$ cat src/rtl/wdt_pkg.sv
package wdt_pkg;
  // Strobes that the control sends to the chain datapath.
  typedef struct packed {
    logic clrAll;  // force the whole chain to zero
    logic svc;     // clear the upper stages, keep the low stages running
  } wdtStrobe_t;
endpackage

$ cat src/rtl/wdt_chain.sv
module wdt_chain
  import wdt_pkg::*;
#(
  parameter int PRE_BITS  = 12,
  parameter int CNT_BITS  = 6,
  parameter int KEEP_BITS = 4,
  parameter int SHORT_TAP = 13
) (
  input  logic       clk,
  input  logic       rstN,
  input  wdtStrobe_t strobe,
  input  logic       rateLong,
  output logic       ovfHit
);
  localparam int W = PRE_BITS + CNT_BITS;
  localparam logic [W-1:0] LONG_TERM =
    {{(W - KEEP_BITS){1'b1}}, {KEEP_BITS{1'b0}}};
  localparam logic [SHORT_TAP-1:0] SHORT_TERM =
    {{(SHORT_TAP - KEEP_BITS){1'b1}}, {KEEP_BITS{1'b0}}};

  logic [W-1:0]         chain;
  logic [KEEP_BITS-1:0] lowNext;
  logic                 longHit;
  logic                 shortHit;

  assign lowNext = chain[KEEP_BITS-1:0] + 1'b1;

  always_ff @(posedge clk or negedge rstN) begin
    if (!rstN) begin
      chain <= '0;
    end else if (strobe.clrAll) begin
      chain <= '0;
    end else if (strobe.svc) begin
      chain <= {{(W - KEEP_BITS){1'b0}}, lowNext};
    end else begin
      chain <= chain + 1'b1;
    end
  end

  // Terminal compare on the full chain or on the lower tap.
  generate
    if (SHORT_TAP < W) begin : g_tap
      assign shortHit = (chain[SHORT_TAP-1:0] == SHORT_TERM);
    end else begin : g_tapFull
      assign shortHit = (chain == LONG_TERM);
    end
  endgenerate

  assign longHit = (chain == LONG_TERM);
  assign ovfHit  = rateLong ? longHit : shortHit;

  // a full clear leaves the chain at zero.
  p_full_clear_r5: assert property (@(posedge clk) disable iff (!rstN)
    strobe.clrAll |=> (chain == '0));
  // service empties the upper stages.
  p_svc_upper_r3: assert property (@(posedge clk) disable iff (!rstN)
    (strobe.svc && !strobe.clrAll) |=> (chain[W-1:KEEP_BITS] == '0));
  // the low stages keep counting through a service.
  p_svc_low_r3: assert property (@(posedge clk) disable iff (!rstN)
    (strobe.svc && !strobe.clrAll) |=>
      (chain[KEEP_BITS-1:0] == KEEP_BITS'($past(chain[KEEP_BITS-1:0]) + 1'b1)));
endmodule

$ cat src/rtl/wdt_ctrl.sv
module wdt_ctrl
  import wdt_pkg::*;
#(
  parameter int                ADDR_W    = 16,
  parameter logic [ADDR_W-1:0] SVC_ADDR  = '1,
  parameter int                PULSE_LEN = 4
) (
  input  logic              clk,
  input  logic              rstN,
  input  logic              copDisable,
  input  logic              busWr,
  input  logic [ADDR_W-1:0] busAddr,
  input  logic              stopEntry,
  input  logic              vecFetch,
  input  logic              intRst,
  input  logic              statusRd,
  input  logic              ovfHit,
  output wdtStrobe_t        strobe,
  output logic              copRstReq,
  output logic              copFlag
);
  localparam int PW = $clog2(PULSE_LEN + 1);

  logic [PW-1:0] pulseLeft;
  logic          busy;
  logic          ovf;

  assign ovf  = ovfHit && !copDisable;
  assign busy = (pulseLeft != '0);

  assign strobe.clrAll = intRst || vecFetch || stopEntry || copDisable || ovf || busy;
  assign strobe.svc    = busWr && (busAddr == SVC_ADDR);

  // The request rises in the overflow cycle itself; a counter stretches it.
  assign copRstReq = ovf || busy;

  always_ff @(posedge clk or negedge rstN) begin
    if (!rstN) begin
      pulseLeft <= '0;
    end else if (ovf) begin
      pulseLeft <= PW'(PULSE_LEN - 1);
    end else if (busy) begin
      pulseLeft <= pulseLeft - 1'b1;
    end
  end

  always_ff @(posedge clk or negedge rstN) begin
    if (!rstN) begin
      copFlag <= 1'b0;
    end else if (ovf) begin
      copFlag <= 1'b1;
    end else if (statusRd) begin
      copFlag <= 1'b0;
    end
  end

  // no new request while disabled.
  p_no_new_rst_r6: assert property (@(posedge clk) disable iff (!rstN)
    (copDisable && !busy) |-> !copRstReq);
  // a request never lasts a single cycle.
  p_pulse_hold_r7: assert property (@(posedge clk) disable iff (!rstN)
    $rose(copRstReq) |=> copRstReq);
  // the chain restarts from zero, so no request follows right after one.
  p_pulse_gap_r7: assert property (@(posedge clk) disable iff (!rstN)
    $fell(copRstReq) |=> !copRstReq);
  // overflow sets the flag.
  p_flag_set_r8: assert property (@(posedge clk) disable iff (!rstN)
    ovf |=> copFlag);
  // the flag holds without a read.
  p_flag_keep_r8: assert property (@(posedge clk) disable iff (!rstN)
    (copFlag && !statusRd) |=> copFlag);
endmodule

$ cat src/rtl/wdt_watchdog.sv
module wdt_watchdog
  import wdt_pkg::*;
#(
  parameter int                PRE_BITS  = 12,
  parameter int                CNT_BITS  = 6,
  parameter int                KEEP_BITS = 4,
  parameter int                SHORT_TAP = 13,
  parameter int                ADDR_W    = 16,
  parameter logic [ADDR_W-1:0] SVC_ADDR  = 16'hFFFF,
  parameter int                PULSE_LEN = 4
) (
  input  logic              clk,
  input  logic              rstN,
  input  logic              rateLong,
  input  logic              copDisable,
  input  logic              busWr,
  input  logic [ADDR_W-1:0] busAddr,
  input  logic              stopEntry,
  input  logic              vecFetch,
  input  logic              intRst,
  input  logic              statusRd,
  output logic              copRstReq,
  output logic              copFlag
);
  wdtStrobe_t strobe;
  logic       ovfHit;

  wdt_ctrl #(
    .ADDR_W   (ADDR_W),
    .SVC_ADDR (SVC_ADDR),
    .PULSE_LEN(PULSE_LEN)
  ) u_ctrl (
    .clk       (clk),
    .rstN      (rstN),
    .copDisable(copDisable),
    .busWr     (busWr),
    .busAddr   (busAddr),
    .stopEntry (stopEntry),
    .vecFetch  (vecFetch),
    .intRst    (intRst),
    .statusRd  (statusRd),
    .ovfHit    (ovfHit),
    .strobe    (strobe),
    .copRstReq (copRstReq),
    .copFlag   (copFlag)
  );

  wdt_chain #(
    .PRE_BITS (PRE_BITS),
    .CNT_BITS (CNT_BITS),
    .KEEP_BITS(KEEP_BITS),
    .SHORT_TAP(SHORT_TAP)
  ) u_chain (
    .clk     (clk),
    .rstN    (rstN),
    .strobe  (strobe),
    .rateLong(rateLong),
    .ovfHit  (ovfHit)
  );
endmodule

$ cat config.mk
export PLATFORM = sky130hd
export DESIGN_NAME = wdt_watchdog
export DESIGN_NICKNAME = d
export VERILOG_FILES = /design/src/rtl/wdt_pkg.sv /design/src/rtl/wdt_chain.sv /design/src/rtl/wdt_ctrl.sv /design/src/rtl/wdt_watchdog.sv
export SDC_FILE = /design/constraint.sdc
export NUM_CORES = 1
export LEC_CHECK = 0
export BUFFER_PORTS_ARGS = -buffer_cell sky130_fd_sc_hd__buf_2
export CORE_ASPECT_RATIO = 0.5
export CORE_MARGIN = 2
export CORE_UTILIZATION = 46
export DETAILED_ROUTE_END_ITERATION = 7
export GPL_TIMING_DRIVEN = 1
export PLACE_DENSITY = 0.73
export SLEW_MARGIN = 10
export SYNTH_ARGS = -nofsm -noshare
export SYNTH_HDL_FRONTEND = slang
export SYNTH_SLANG_ARGS = --single-unit
$ cat constraint.sdc
create_clock -name clk -period 1.4 [get_ports clk]
set_input_delay 0.14 -clock clk [delete_from_list [all_inputs] [get_ports clk]]
set_output_delay 0.14 -clock clk [all_outputs]
set_load 0.02 [all_outputs]
==> impl_metrics.ini, run 1 <==
[power_and_ir_drop]
sw_frac_of_total = 0.221
p_seq_frac = 0.537
clkPwrFrac = 0.401
powerDensity_nw_per_um2 = 699
p_int_uw = 922
ir_drop_uv = 412
p_sw_uw = 262
power_frac_comb = 0.062
leakage_uw = 0.000775

[cells_and_area]
postLayoutCoreUtil = 0.723
drive_gt1_frac = 0.480
finalNonFillerCells = 210
seqCellArea_um2 = 551
diodes = 0
multi_input_area_um2 = 657
fin_nets = 205
areaGrowthSynthToFinish_pct = 41.4
fillers = 163

[sta]
rsz0062_at_grt = true
maxSlewViolCount = 0
min_period_over_period = 1.19
holdWs_ns = 0.0488
slew_headroom = 0.662
worst_slew_pin_slew_ns = 0.508
layout_setup_ws_ns = -0.270
setup_viol = 22
clock_skew_ns = 0.00673
layout_min_cycle_time_ns = 1.67
fmax_mhz = 599
hold_viol = 0

[synthesis]
syn_inst = 117
ys_ff_latch = 22
ys_warn_count = 0
ys_seq_area_frac = 0.460
synth_area_um2 = 1200
ys_types = 26
syn_area_per_cell_um2 = 10.2
syn-num-nets = 146

[placement]
place_ws_ns = -0.214
io_buffers = 26
dp.cells = 200
place.gp.congestion = 0.829
hpwlAfterDp_mm = 1.98

[outcome]
failed_checks = negative setup slack
outcome = complete, but fails checks

[critical_path]
worst_ep_arrival_time_ns = 1.53
setup.worst_path.start_class = flip-flop
worstPathMaxFanout = 2
required_ns = 1.26
worstSetupPathType = reg2out
crit_path_end_kind = primary output

[die]
die_h_um = 40.1
core-area_um2 = 2340
die_x_um = 76.2
initial_core_util = 0.511
core.rowCount = 12
dieArea_um2 = 3050
pin_count = 27

[cts]
path_clk_slew_ns = 0.09
cts_buffer_depth = 2
cts_buffers = 3
cts_tree = yes
cts.sinks = 22
clk_latency_ns = 0.27
cts-root-buf = clkbuf_8
htreeDepth = 1

[grt]
grt-ovfl-total = 0
globalRouteTotalUtil = 0.228
antenna_found_initial = 0
grt_pass1_wl_mm = 4.95
grt_pass1_vias = 1107
grt_max_degree = 23

[route]
via_per_inst = 5.00
vias = 1050
drt-initial-drc-count = 55
post_drt_wl_per_cell_um = 14.2
drc = 0
firstDrtPassIters = 4
ant_nets = 0
routed_wl_mm = 2.98

[run]
cap_violations = 0

[min_path]
hold_path_class = in2reg
-- metrics by stage --
step	setup TNS, ns	area [um^2]	power [uW]
after floorplan	-1.33	1200	664
after global placement	-1.95	1520	710
after detailed placement	-3.23	1520	712
after CTS	-4.47	1650	1180
after global routing	-5.16	1690	1230
final	-3.16	1690	1180
-- flip-flops by register name (all words and copies together) (netlist names) --
signal and flops:
u_ctrl.copFlag 1, u_ctrl.pulseLeft 3, u_chain.chain 18
-- logic make-up (layout without fill, tap and decap cells) --
group                      Yosys count  after routing  share of synthesized area
xor gates and xnor gates            17             17                      0.124
DFF                                 22             22                      0.460
AOI/OAI and AO/OA                    5              5                     0.0240
adders and majority gates            4              4                     0.0418
buffers and inverters               10             67                     0.0449
and+or+nand+nor                     59             60                      0.305
-- layout make-up --
class                           instances  area share
Sequential cell                        22       0.325
Timing Repair Buffer                   54       0.208
Multi-Input combinational cell         86       0.388
Clock buffer                            4      0.0325
Inverter                                9      0.0200
Tap cell                               35      0.0259
-- worst max-delay path, cell delays in order, from the launching register on --
cell,delay [ns]
dfrtp_1,0.40
inv_2,0.08
ha_4,0.14
nand2b_4,0.05
nor4_4,0.26
nand3_2,0.13
nand2_2,0.09
buf_6,0.11
-- routing by layer --
layer / up-vias / part of all wire / global-route usage
li1: 511 / - / -
met1: 496 / 0.44 / 0.252
met2: 30 / 0.48 / 0.413
met3: 13 / 0.037 / 0.0631
met4: 0 / 0.038 / 0.168
met5: - / 0 / 0
-- worst paths after layout --
kind	from	end	slack (ns)	cells past startpoint
max	u_chain.chain[0]	copRstReq	-0.27	7
min	statusRd	u_ctrl.copFlag	0.05	2
max reg2reg	u_chain.chain[0]	u_chain.chain[8]	-0.21	8
min reg2reg	u_ctrl.pulseLeft[1]	u_ctrl.pulseLeft[1]	0.52	2
max in group asynchronous	rstN	u_chain.chain[5]	0.68	2
min in group asynchronous	rstN	u_chain.chain[4]	0.38	2
-- synth_stat cells, drive strengths merged --
| library cell | count | area share |
|---|---|---|
| and3 | 3 | 0.017 |
| nor2 | 23 | 0.095 |
| a21oi | 1 | 0.0042 |
| o211ai | 1 | 0.0063 |
| nand3 | 10 | 0.061 |
| dfrtp | 22 | 0.46 |
| nor3 | 1 | 0.0042 |
| nand4 | 8 | 0.054 |
| nand2 | 8 | 0.025 |
| and2 | 1 | 0.0052 |
| o21ai | 2 | 0.0084 |
| nor4 | 4 | 0.039 |
| ha | 4 | 0.042 |
| buf | 1 | 0.017 |
| xor2 | 9 | 0.066 |
| xnor2 | 8 | 0.059 |
| a31oi | 1 | 0.0052 |
| inv | 9 | 0.028 |
| nand2b | 1 | 0.0052 |
-- power by group through the flow --
stage	Clock [uW]	Sequential [uW]	Combinational, uW
after floorplan	0	649	14.5
after global placement	0	649	60.8
after detailed placement	0	649	62.8
after CTS	471	636	69.0
after global routing	506	636	82.4
final	474	636	73.4
-- cell usage in the layout (no fill, tap or decap), types with 7 or more instances in the layout --
cell / instances
buf_4: 26
buf_2: 25
dfrtp_1: 22
nor2_2: 11
nor2_1: 11
xor2_1: 9
xnor2_1: 8
inv_1: 7
nand4_1: 7
-- repair_timing --
| item | CTS | global route |
|---|---|---|
| buffers inserted | 3 | 1 |
| endpoints found under the setup margin | 22 | 22 |
| gates resized for setup | 7 | 8 |
| endpoints found under the hold margin | 22 | 0 |
| gates cloned | 1 | 0 |
| pin swaps | 3 | 3 |
| hold buffers | 1 | 0 |
(Power assumes the default switching activity.)
==> run 2: changes to the inputs <==
ABC_AREA = 1   (was not set)
PLACE_DENSITY = 0.72   (was 0.73)
==> impl_metrics.ini, run 2 <==
[critical_path]
worstSetupPathType = reg2out
cp_num_buf_inv = 1
crit_chain = nand2_1, nor2_4, nand3_2, nor2_4, nand2_4, nand2_1, buf_6
worstPathMaxFanout = 3
crit_family = simple AND/OR/NAND/NOR gates
worst_ep_arrival_time_ns = 1.46
crit_slowest_cell = dfrtp_1
slowest_delay_ns = 0.42
required_ns = 1.26
crit_path_end_kind = primary output
setup.worst_path.start_class = flip-flop
reg2reg_setup_slack_ns = -0.19

[die]
die_x_um = 83.3
pin_count = 27
die_h_um = 43.7
core.rowCount = 14
dieArea_um2 = 3640
initial_core_util = 0.483
core-area_um2 = 3000

[outcome]
outcome = complete, but fails checks
failed_checks = negative setup slack

[route]
drt-initial-drc-count = 56
routed_wl_mm = 3.68
via_per_inst = 5.08
post_drt_wl_per_cell_um = 12.9
firstDrtPassIters = 5
vias = 1454
ant_nets = 0
drc = 0

[synthesis]
ys_warn_count = 0
ys_types = 24
yosys.cell_count.top_type = nand2_1
yosys-top-cells-area = dfrtp_1 38%, nand2_1 15%, nor2_1 8.8%, nand3_1 6.2%, nor2_2 6.1%
syn_inst = 198
netlist.area_leader.share = 0.380
syn_area_per_cell_um2 = 7.31
synth-edff-count = 0
ys_ff_latch = 22
ys_seq_area_frac = 0.380
synth_common_cells = 56 x nand2_1, 34 x nor2_1, 22 x dfrtp_1, 19 x inv_1, 18 x nand3_1
synth_area_um2 = 1450
synth_top_flop_cell = dfrtp_1
synthArstFlopShare = 1.00
syn-num-nets = 227
netlist.top_cell.by_area = dfrtp_1

[min_path]
hold_path_class = in2reg

[cts]
path_clk_slew_ns = 0.08
cts.sinks = 22
cts_buffers = 3
clk_latency_ns = 0.26
cts-root-buf = clkbuf_8
cts_tree = yes
htreeDepth = 1
cts_buffer_depth = 2

[placement]
io_buffers = 26
hpwlAfterDp_mm = 2.37
place_area_um2 = 1700
place.gp.congestion = 0.795

[power_and_ir_drop]
ir_drop_uv = 379
powerDensity_nw_per_um2 = 597
leakage_uw = 0.000852

[cells_and_area]
stdcell_area_um2 = 2000
postLayoutCoreUtil = 0.668
diodes = 0
layout_commonest_cell = nand2_1
largest-register = u_chain.chain
largest_reg_flops = 18
final_cell_mix = 53 x nand2_1, 25 x buf_2, 22 x nor2_1
top_regs = u_chain.chain x18, u_ctrl.pulseLeft x3, u_ctrl.copFlag x1
areaGrowthSynthToFinish_pct = 38.3
drive_gt1_frac = 0.382
fin_nets = 276

[grt]
globalRouteTotalUtil = 0.201
grt_pass1_vias = 1314
grt_pass1_wl_mm = 5.75
grt-ovfl-total = 0
antenna_found_initial = 0
grt_max_degree = 23

[sta]
worst_slew_pin_slew_ns = 0.502
rsz0062_at_grt = true
layout_setup_ws_ns = -0.199
tns_ns = -3.27
setup_viol = 19
hold_viol = 0
layout_min_cycle_time_ns = 1.60
maxSlewViolCount = 0
slew_headroom = 0.666
clock_skew_ns = 0.00152
fmax_mhz = 625
min_period_over_period = 1.14

[run]
cap_violations = 0
==> run 2: cell count changes after synthesis, sizes merged, moves of 5 or more <==
| cell | before | now |
|---|---|---|
| inv | 9 | 19 |
| nand2 | 8 | 58 |
| nand3 | 10 | 22 |
| nor2 | 23 | 49 |
| xnor2 | 8 | 2 |
| xor2 | 9 | 4 |
==> run 2: cells by family (layout without fill, tap and decap cells) <==
group / Yosys count / count (layout) / share of synthesized area
xor+xnor: 6 / 6 / 0.0363
simple gates: 138 / 138 / 0.453
buf+inv: 20 / 68 / 0.0596
compound gates: 8 / 8 / 0.0363
flops: 22 / 22 / 0.380
fa+ha+maj: 4 / 4 / 0.0346
==> run 2: routing by layer <==
| layer | global-route usage | vias up | share of wire |
|---|---|---|---|
| met5 | 0 | - | 0 |
| met4 | 0.0656 | 0 | 0.014 |
| met3 | 0.0343 | 6 | 0.045 |
| met2 | 0.369 | 43 | 0.51 |
| met1 | 0.250 | 677 | 0.43 |
| li1 | - | 728 | - |
==> run 2: final timing paths <==
kind                                startpoint                  end  cells past startpoint
hold reg to reg            u_ctrl.pulseLeft[0]  u_ctrl.pulseLeft[0]                      2
setup reg to reg              u_chain.chain[4]    u_chain.chain[12]                      9
min in group asynchronous                 rstN    u_chain.chain[15]                      2
hold / removal                        statusRd       u_ctrl.copFlag                      2
max in group asynchronous                 rstN    u_chain.chain[11]                      2
setup / recovery              u_chain.chain[4]            copRstReq                      7
==> run 2: what timing repair did <==
item / 4_1_cts / 5_1_grt
hold buffers: 1 / 0
gates cloned: 1 / 0
gates resized for setup: 9 / 35
pin swaps: 1 / 3
buffers inserted: 6 / 0
endpoints found under the setup margin: 19 / 22
endpoints found under the hold margin: 22 / 0
==> run 2: power by group <==
group          total (uW)  internal (uW)  switching (uW)
Clock                 455            251             204
Sequential            636            635           0.426
Combinational         104           48.0            55.6
Total                1190            934             260
==> run 2: final cells by class <==
| type | count | area (um^2) |
|---|---|---|
| Fill cell | 227 | 993 |
| Tap cell | 40 | 50.0 |
| Timing Repair Buffer | 45 | 334 |
| Sequential cell | 22 | 552 |
| Clock buffer | 4 | 55.1 |
| Multi-Input combinational cell | 156 | 940 |
| Inverter | 19 | 71.3 |
==> run 2: per-stage QoR <==
| stage | setup WS (ns) | hold slack, ns | total power (uW) | cells |
|---|---|---|---|---|
| 2_1_floorplan | -0.00375 | -0.156 | 676 | 198 |
| 3_5_place_dp | -0.0880 | 0.138 | 731 | 274 |
| 4_1_cts | -0.164 | 0.0510 | 1200 | 286 |
| 3_3_place_gp | -0.0247 | 0.138 | 730 | 274 |
| 6_report | -0.199 | 0.0469 | 1190 | 286 |
| 5_1_grt | -0.259 | 0.0463 | 1240 | 286 |
==> run 3: changes to the inputs <==
MAX_ROUTING_LAYER = met4   (was not set)
==> impl_metrics.ini, run 3 (synthesized netlist as in run 2, its figures left out) <==
[outcome]
outcome = complete, but fails checks
failed_checks = negative setup slack

[sta]
tns_ns = -3.26
slew_headroom = 0.667
setup_viol = 19
layout_min_cycle_time_ns = 1.60
min_period_over_period = 1.14
rsz0062_at_grt = true
worst_slew_pin_slew_ns = 0.499
clock_skew_ns = 0.00196
hold_viol = 0
maxSlewViolCount = 0
layout_setup_ws_ns = -0.198
fmax_mhz = 626

[cts]
cts_tree = yes
cts.sinks = 22
cts_buffer_depth = 2
cts_buffers = 3
htreeDepth = 1
cts-root-buf = clkbuf_8
clk_latency_ns = 0.26
path_clk_slew_ns = 0.08

[route]
routed_wl_mm = 3.69
post_drt_wl_per_cell_um = 12.9
vias = 1439
via_per_inst = 5.03
drt-initial-drc-count = 87
wl_met1_mm = 1.58
routed.top_layer = met4
ant_nets = 0
drc = 0
met2WireLength_mm = 1.86
wl_met3_um = 193
firstDrtPassIters = 6

[run]
cap_violations = 0

[cells_and_area]
top_regs = u_chain.chain x18, u_ctrl.pulseLeft x3, u_ctrl.copFlag x1
layout_commonest_cell = nand2_1
drive_gt1_frac = 0.382
largest-register = u_chain.chain
diodes = 0
largest_reg_flops = 18
final_cell_mix = 53 x nand2_1, 25 x buf_2, 22 x nor2_1
fin_nets = 276
areaGrowthSynthToFinish_pct = 38.3

[die]
dieArea_um2 = 3640
die_x_um = 83.3
initial_core_util = 0.483
core-area_um2 = 3000
die_h_um = 43.7
pin_count = 27
core.rowCount = 14

[critical_path]
crit_path_end_kind = primary output
worstSetupPathType = reg2out
worst_ep_arrival_time_ns = 1.46
worstPathMaxFanout = 3
cp_num_buf_inv = 1
required_ns = 1.26
setup.worst_path.start_class = flip-flop
crit_family = simple AND/OR/NAND/NOR gates
crit_slowest_cell = dfrtp_1
slowest_delay_ns = 0.42
crit_chain = nand2_1, nor2_4, nand3_2, nor2_4, nand2_4, nand2_1, buf_6

[power_and_ir_drop]
p_int_uw = 934
power_frac_comb = 0.087
leakage_uw = 0.000852
powerDensity_nw_per_um2 = 597
clkPwrFrac = 0.381
sw_frac_of_total = 0.218
p_seq_frac = 0.532
p_sw_uw = 261
power.total_uw = 1200
ir_drop_uv = 378

[min_path]
hold_path_class = in2reg

[placement]
io_buffers = 26
place.gp.congestion = 0.806
hpwlAfterDp_mm = 2.37

[grt]
antenna_found_initial = 0
grt_pass1_wl_mm = 5.75
grt_max_degree = 23
grt-ovfl-total = 0
grt_pass1_vias = 1316
globalRouteTotalUtil = 0.208
==> run 3: cell counts in the layout (fill, tap and decap cells not counted) <==
Identical to the previous run, type by type.
==> run 3: worst reg2reg max path, stage by stage, from the launching register on <==
cell and delay, ns:
dfrtp_1 0.42, nand2_1 0.15, nor2_4 0.15, nand3_2 0.11, nor2_4 0.12, nand2_4 0.06
buf_6 0.12, nand3_4 0.14, buf_12 0.17, nor2_4 0.05
==> run 3: area by class of cell <==
cell class              count  area, um^2
inverters                  19        71.3
well taps                  40        50.0
fillers                   227         993
clock buffers               4        55.1
multi-input cells         156         940
repair buffers             45         334
flip-flops and latches     22         552
==> run 3: final timing paths <==
check | from | endpoint | slack [ns] | cells after the start
max | u_chain.chain[4] | copRstReq | -0.20 | 7
min | statusRd | u_ctrl.copFlag | 0.05 | 2
max reg2reg | u_chain.chain[4] | u_chain.chain[12] | -0.19 | 9
min reg2reg | u_ctrl.pulseLeft[0] | u_ctrl.pulseLeft[0] | 0.52 | 2
max in group asynchronous | rstN | u_chain.chain[11] | 0.66 | 2
min in group asynchronous | rstN | u_chain.chain[15] | 0.37 | 2
==> run 3: layer usage <==
| layer | track usage | vias up |
|---|---|---|
| met5 | - | - |
| met4 | 0.0656 | 0 |
| li1 | - | 726 |
| met3 | 0.0343 | 6 |
| met1 | 0.248 | 653 |
| met2 | 0.371 | 54 |
==> run 3: through the flow <==
| step | cells | setup WS [ns] | area [um^2] | util | hold WS, ns |
|---|---|---|---|---|---|
| floorplan | 198 | -0.00375 | 1450 | - | -0.156 |
| global placement | 274 | -0.0247 | 1700 | 0.566 | 0.138 |
| detailed placement | 274 | -0.0880 | 1700 | 0.566 | 0.138 |
| CTS | 286 | -0.164 | 1880 | 0.627 | 0.0510 |
| global route | 286 | -0.259 | 2000 | 0.668 | 0.0463 |
| finish | 286 | -0.198 | 2000 | 0.668 | 0.0475 |
==> run 3: repair_timing <==
item | in CTS | in global routing
endpoints found under the setup margin | 19 | 22
pin swaps | 1 | 3
hold endpoints to repair | 22 | 0
gates resized for setup | 9 | 35
gates cloned | 1 | 0
setup buffers | 6 | 0
hold buffers | 1 | 0
==> run 3: power by group through the flow <==
stage | Sequential [uW] | Combinational [uW] | Clock [uW]
2_1_floorplan | 650 | 26.7 | 0
3_3_place_gp | 649 | 80.6 | 0
3_5_place_dp | 649 | 82.0 | 0
4_1_cts | 636 | 98.0 | 462
5_1_grt | 636 | 116 | 491
6_report | 636 | 104 | 456
